==> src/rtl/dtg_pkg.sv <==
package dtg_pkg;

   localparam int unsigned DTG_CODE_W = 3;
   localparam int unsigned DTG_GAP_W  = 48;

   typedef logic [DTG_CODE_W-1:0] rate_code_t;
   typedef logic [DTG_GAP_W-1:0]  gap_t;

   // Tick period in reference clocks for a rate code; zero means no ticks.
   function automatic gap_t period_of(input int unsigned first_mod,
                                      input int unsigned stage_mod,
                                      input rate_code_t  code);
      gap_t p;
      if (code == '0) return '0;
      p = gap_t'(first_mod);
      for (int i = 1; i < int'(code); i++) p = p * gap_t'(stage_mod);
      return p;
   endfunction

endpackage

==> src/rtl/dtg_stage.sv <==
module dtg_stage #(
   parameter int unsigned MOD = 10
) (
   input  logic clk,
   input  logic rst,
   input  logic clr,
   input  logic en,
   output logic carry
);
   localparam int unsigned CW = (MOD > 1) ? $clog2(MOD) : 1;

   logic [CW-1:0] cnt_q;
   logic          at_top;

   generate
      if (MOD < 2) begin : g_bad_mod
         $error("dtg_stage: MOD must be at least 2");
      end
   endgenerate

   assign at_top = (cnt_q == CW'(MOD - 1));
   assign carry  = en & at_top;

   always_ff @(posedge clk) begin
      if (rst || clr)   cnt_q <= '0;
      else if (en)      cnt_q <= at_top ? '0 : cnt_q + 1'b1;
   end

   // counter never leaves its modulus
   p_cnt_range_r2: assert property (@(posedge clk) disable iff (rst)
      int'(cnt_q) < MOD);

   // terminal count wraps back to zero when enabled
   p_wrap_r2: assert property (@(posedge clk) disable iff (rst)
      (en && !clr && at_top) |=> (cnt_q == '0));

   // a restart leaves the stage at zero
   p_clear_r5: assert property (@(posedge clk) disable iff (rst)
      clr |=> (cnt_q == '0));

endmodule

==> src/rtl/dtg_rate_reg.sv <==
module dtg_rate_reg #(
   parameter int unsigned CODE_W = 3
) (
   input  logic              clk,
   input  logic              rst,
   input  logic              load,
   input  logic [CODE_W-1:0] rate_in,
   output logic [CODE_W-1:0] rate_q
);
   always_ff @(posedge clk) begin
      if (rst)       rate_q <= '0;
      else if (load) rate_q <= rate_in;
   end

   // code changes only through a load
   p_hold_r7: assert property (@(posedge clk) disable iff (rst)
      !load |=> $stable(rate_q));

   // a load captures the presented code
   p_capture_r7: assert property (@(posedge clk) disable iff (rst)
      load |=> (rate_q == $past(rate_in)));

endmodule

==> src/rtl/dtg_tick_sel.sv <==
module dtg_tick_sel #(
   parameter int unsigned CODE_W  = 3,
   parameter int unsigned NUM_SRC = 7
) (
   input  logic [NUM_SRC-1:0] src,
   input  logic [CODE_W-1:0]  code,
   output logic               hit
);
   logic [NUM_SRC-1:0] match;

   generate
      if (NUM_SRC != (1 << CODE_W) - 1) begin : g_bad_src
         $error("dtg_tick_sel: NUM_SRC must equal 2**CODE_W - 1");
      end
      for (genvar g = 0; g < NUM_SRC; g++) begin : g_dec
         assign match[g] = src[g] & (code == CODE_W'(g + 1));
      end
   endgenerate

   assign hit = |match;

endmodule

==> src/rtl/decade_tick_gen.sv <==
module decade_tick_gen #(
   parameter int unsigned CODE_W    = 3,
   parameter int unsigned FIRST_MOD = 100,
   parameter int unsigned STAGE_MOD = 10
) (
   input  logic              clk,
   input  logic              rst,
   input  logic              load,
   input  logic [CODE_W-1:0] rate_in,
   output logic              tick,
   output logic [CODE_W-1:0] rate_q
);
   import dtg_pkg::*;

   localparam int unsigned NUM_STAGES = (1 << CODE_W) - 1;

   logic [NUM_STAGES-1:0] stage_en;
   logic [NUM_STAGES-1:0] stage_carry;
   logic                  tick_hit;

   generate
      if (CODE_W != DTG_CODE_W) begin : g_bad_width
         $error("decade_tick_gen: CODE_W must match the package code width");
      end
      if (FIRST_MOD < 2 || STAGE_MOD < 2) begin : g_bad_mods
         $error("decade_tick_gen: stage moduli must be at least 2");
      end

      for (genvar s = 0; s < NUM_STAGES; s++) begin : g_chain
         if (s == 0) begin : g_head
            assign stage_en[s] = 1'b1;
            dtg_stage #(.MOD(FIRST_MOD)) u_stage (
               .clk(clk), .rst(rst), .clr(load),
               .en(stage_en[s]), .carry(stage_carry[s]));
         end else begin : g_tail
            assign stage_en[s] = stage_carry[s-1];
            dtg_stage #(.MOD(STAGE_MOD)) u_stage (
               .clk(clk), .rst(rst), .clr(load),
               .en(stage_en[s]), .carry(stage_carry[s]));
         end
      end
   endgenerate

   dtg_rate_reg #(.CODE_W(CODE_W)) u_rate (
      .clk(clk), .rst(rst), .load(load),
      .rate_in(rate_in), .rate_q(rate_q));

   dtg_tick_sel #(.CODE_W(CODE_W), .NUM_SRC(NUM_STAGES)) u_sel (
      .src(stage_carry), .code(rate_q), .hit(tick_hit));

   always_ff @(posedge clk) begin
      if (rst || load) tick <= 1'b0;
      else             tick <= tick_hit;
   end

   // Checker counter: clocks since the last load or tick.
   gap_t gap_q;
   always_ff @(posedge clk) begin
      if (rst || load) gap_q <= '0;
      else if (tick)   gap_q <= gap_t'(1);
      else             gap_q <= gap_q + 1'b1;
   end

   // every tick lands exactly one period after the last tick or load
   p_period_r2: assert property (@(posedge clk) disable iff (rst)
      tick |-> (gap_q == period_of(FIRST_MOD, STAGE_MOD, rate_q)));

   // a tick lasts one clock
   p_single_r3: assert property (@(posedge clk) disable iff (rst)
      tick |=> !tick);

   // code zero is silent
   p_silent_r4: assert property (@(posedge clk) disable iff (rst)
      (rate_q == '0) |-> !tick);

   // a load suppresses the tick of that edge
   p_load_quiet_r6: assert property (@(posedge clk) disable iff (rst)
      load |=> !tick);

endmodule

==> config.mk <==
export PLATFORM = sky130hd
export DESIGN_NAME = decade_tick_gen
export DESIGN_NICKNAME = d
export VERILOG_FILES = /design/src/rtl/dtg_pkg.sv /design/src/rtl/dtg_stage.sv /design/src/rtl/dtg_rate_reg.sv /design/src/rtl/dtg_tick_sel.sv /design/src/rtl/decade_tick_gen.sv
export SDC_FILE = /design/constraint.sdc
export NUM_CORES = 1
export LEC_CHECK = 0
export ABC_AREA = 1
export BUFFER_PORTS_ARGS = -buffer_cell sky130_fd_sc_hd__buf_4
export CORE_MARGIN = 5
export CORE_UTILIZATION = 54
export CTS_BUF_LIST = sky130_fd_sc_hd__clkbuf_8 sky130_fd_sc_hd__clkbuf_16
export DETAILED_ROUTE_END_ITERATION = 8
export PLACE_DENSITY = 0.75
export SLEW_MARGIN = 20
export SYNTH_ARGS = -nofsm -noshare
export SYNTH_HDL_FRONTEND = slang
export SYNTH_HIERARCHICAL = 1
export SYNTH_SLANG_ARGS = --single-unit
==> constraint.sdc <==
create_clock -name clk -period 2.7 [get_ports clk]
set_input_delay 0.405 -clock clk [delete_from_list [all_inputs] [get_ports clk]]
set_output_delay 0.405 -clock clk [all_outputs]
set_load 0.02 [all_outputs]
==> summary.txt <==
Critical path
  – Crit path kind: reg -> reg
  – Max incr delay on CP: 0.36 ns
  – CP max stage cell: dfxtp_2
  – Reg-to-Reg Start: g_chain[0].g_head.u_stage/cnt_q[1]
  – CP startpoint kind: flop
  – Worst reg2reg setup slack: 0.02 ns
  – R2r endpoint: tick
  – Crit path max fanout: 4
  – CP endpoint kind: flop
  – R2r worst-path depth: 34
  – Crit path required time: slightly below 3 ns
  – Crit path arrival time: just under 3 ns

Global routing
  – First-pass GRT wire length: 5.62 mm
  – Pin count of the biggest net entering global routing: 15
  – Total gr overflow: 0
  – Vias in the first global route: 1,462
  – All-Layer GR Usage: 16.2%
  – Antenna violations before repair: 0

Pwr
  – Overall Power: 0.964 mW
  – Max IR drop VDD: 0.000291 V
  – Static leakage: roughly 0.99 nW
  – Pwr dens: approximately 430 mW/mm2

Routing
  – Via density: 4.64
  – Initial DRT Pass Iterations: 4
  – Drt total wl: roughly 3.4 mm
  – DR iter-0 viols: 60
  – Final ANT Viol Nets: 0
  – DRC viols: 0
  – WL per Instance: 9.56 um
  – Via count: 1,665

Placement
  – Gpl congestion: 0.873
  – Port buffer count: 9
  – Post-detail-place hpwl: 2.43 mm

Synthesis
  – Unique masters post-synth: 19
  – Synthesized area: 0.00180 mm2
  – Register area share after synthesis: 38.9%
  – Gate Count Post-Synth: 273
  – Avg Cell Area, Syn: 6.60 um2
  – Synthesized flop and latch total: 35
  – Synth warnings: 6

Layout
  – Nets@finish: approximately 320
  – Layout cells sized above 1: between 30% and 40%
  – Ant. Diodes: 0
  – Layout Utilization: 68.0%
  – P&R area growth vs syn: 24.0%

STA
  – RSZ-0062 raised after global routing: yes
  – Minimum clock period: 2.68 ns
  – Slew Viols, Final: 0
  – Worst Skew: 0.00892 ns
  – Endpoints failing hold: 0
  – Setup-failing EPs final: 0
  – Fmax: approximately 370 MHz
  – Period Utilization, post-route: 99.4%

Hold path
  – Worst Hold Class: in -> reg
  – Hold Path Stages: 5
  – Hold path endpoint: u_rate/rate_q[2]
  – Hold Path Origin: rate_in[2]

Clocking
  – CTS Buf Count: 5
  – Later-pin clock latency in the skew report: 0.29 ns
  – Hold Buf Count CTS: 0
  – CTS tree: yes
  – Clock Path Buffers: 2
  – CTS clk-pin slew, worst paths: 0.07 ns
  – # H-tree levels: 2
  – Root buf cell: clkbuf_8
  – CTS sink cnt: 35

Floorplanning
  – Row count: 21
  – Initial Util: a little over half
  – Chip width: 67.8 um
  – Area of the core: between 0.003 and 0.004 mm2
  – DIE HEIGHT: 67.8 um
  – Io pins: 10
  – DIE AREA: between 0.004 and 0.005 mm2

Run status
  – Outcome: completed

Job
  – MaxCap Viol Count: 0
==> per-layer routing <==
| metal | track usage, % | routed length [um] |
|---|---|---|
| met3 | 5.66 | 124 |
| met4 | 6.84 | 48 |
| met2 | 28.1 | 1750 |
| met5 | 0 | 0 |
| met1 | 17.8 | 1510 |
==> critical path, delay by kind of cell, from the launching register on <==
kind | cells | cell delay, ns
simple gates | 19 | 1.19
flops | 1 | 0.36
buf+inv | 14 | 0.92
fa+ha+maj | 1 | 0.15
==> synthesized netlist by cell type <==
cell type	n	area share, %
nor2_4	7	4.4
inv_1	30	6.3
nand2_1	88	18
o21ai_0	8	2.2
nand4_1	11	3.8
xnor2_1	1	0.49
nor2_2	10	3.5
xor2_1	1	0.49
nor3b_2	1	0.69
nand2_2	3	1.0
a21oi_2	6	2.9
conb_1	1	0.21
mux2i_1	1	0.56
ha_1	1	0.69
a21oi_1	8	2.2
nor2_1	40	8.3
nand3_1	9	2.5
dfxtp_1	35	39
inv_2	12	2.5
==> how the worst max path moves through the flow <==
stage / from / to / slack, ns / cells after the start
2_1_floorplan: g_chain[0].g_head.u_stage/cnt_q[0] / tick / 0.002 / 34
3_3_place_gp: g_chain[0].g_head.u_stage/cnt_q[0] / tick / -0.004 / 34
3_5_place_dp: g_chain[0].g_head.u_stage/cnt_q[0] / tick / -0.04 / 34
4_1_cts: g_chain[0].g_head.u_stage/cnt_q[0] / tick / 0.0004 / 34
5_1_grt: g_chain[0].g_head.u_stage/cnt_q[1] / tick / -0.25 / 34
6_report: g_chain[0].g_head.u_stage/cnt_q[1] / tick / 0.02 / 34
==> kinds of logic after synthesis <==
logic type	count (synthesis)	synth area share [%]
AND/OR/NAND/NOR	169	42.6
buffers and inverters	42	8.75
flip-flops	35	38.9
AO/OA/AOI/OAI	22	7.36
XOR/XNOR	2	0.972
adder cells (fa/ha/maj)	1	0.694
other	1	0.208
multiplexers	1	0.556
==> sequential cells by signal (all words and copies together) (netlist names) <==
signal and cells:
g_chain.g_tail.u_stage/cnt_q 24, g_chain.g_head.u_stage/cnt_q 7, u_rate/rate_q 3, tick 1
==> what timing repair did <==
action	4_1_cts	5_1_grt
setup buffers	4	7
pin swaps	2	7
setup endpoints to repair	1	5
resized for setup	0	16
cloned	0	0
==> cell type report <==
| class | count | area (um2) |
|---|---|---|
| inverter | 42 | 158 |
| clock inverter | 2 | 8.76 |
| multi-input combinational | 200 | 1010 |
| clock buffer | 6 | 82.6 |
| timing repair buffer | 28 | 210 |
| tap | 46 | 57.6 |
| sequential | 35 | 706 |
| fill | 296 | 1050 |
==> metrics by stage <==
stage,hold slack (ns),instances,area [um2],setup slack (ns),setup TNS [ns]
2_1_floorplan,0.447,277,1830,0.00222,0
3_3_place_gp,0.457,340,2020,-0.00374,-0.00374
3_5_place_dp,0.462,340,2020,-0.0433,-0.0433
4_1_cts,0.409,352,2140,0.000381,0
5_1_grt,0.435,359,2230,-0.251,-0.401
6_report,0.424,359,2230,0.0157,0
==> layout by cell type (no fill, tap or decap), types with 5 or more instances in the layout <==
| master | netlist | layout |
|---|---|---|
| nand4_1 | 11 | 11 |
| buf_4 | 0 | 28 |
| nor2_4 | 7 | 8 |
| nor2_2 | 10 | 10 |
| a21oi_1 | 8 | 8 |
| clkbuf_8 | 0 | 6 |
| conb_1 | 1 | 5 |
| nor2_1 | 40 | 39 |
| nand2_2 | 3 | 16 |
| nand2_1 | 88 | 75 |
| inv_2 | 12 | 19 |
| inv_1 | 30 | 24 |
| a21oi_2 | 6 | 6 |
| nand3_1 | 9 | 9 |
| o21ai_0 | 8 | 8 |
| dfxtp_1 | 35 | 33 |
==> report_power, final <==
part	switching [mW]	leakage, nW	internal, mW
Sequential	0.00707	0.284	0.520
Clock	0.174	0.0524	0.202
Combinational	0.0376	0.657	0.0235
Total	0.219	0.993	0.745
Power figures use the tool's default switching activity.
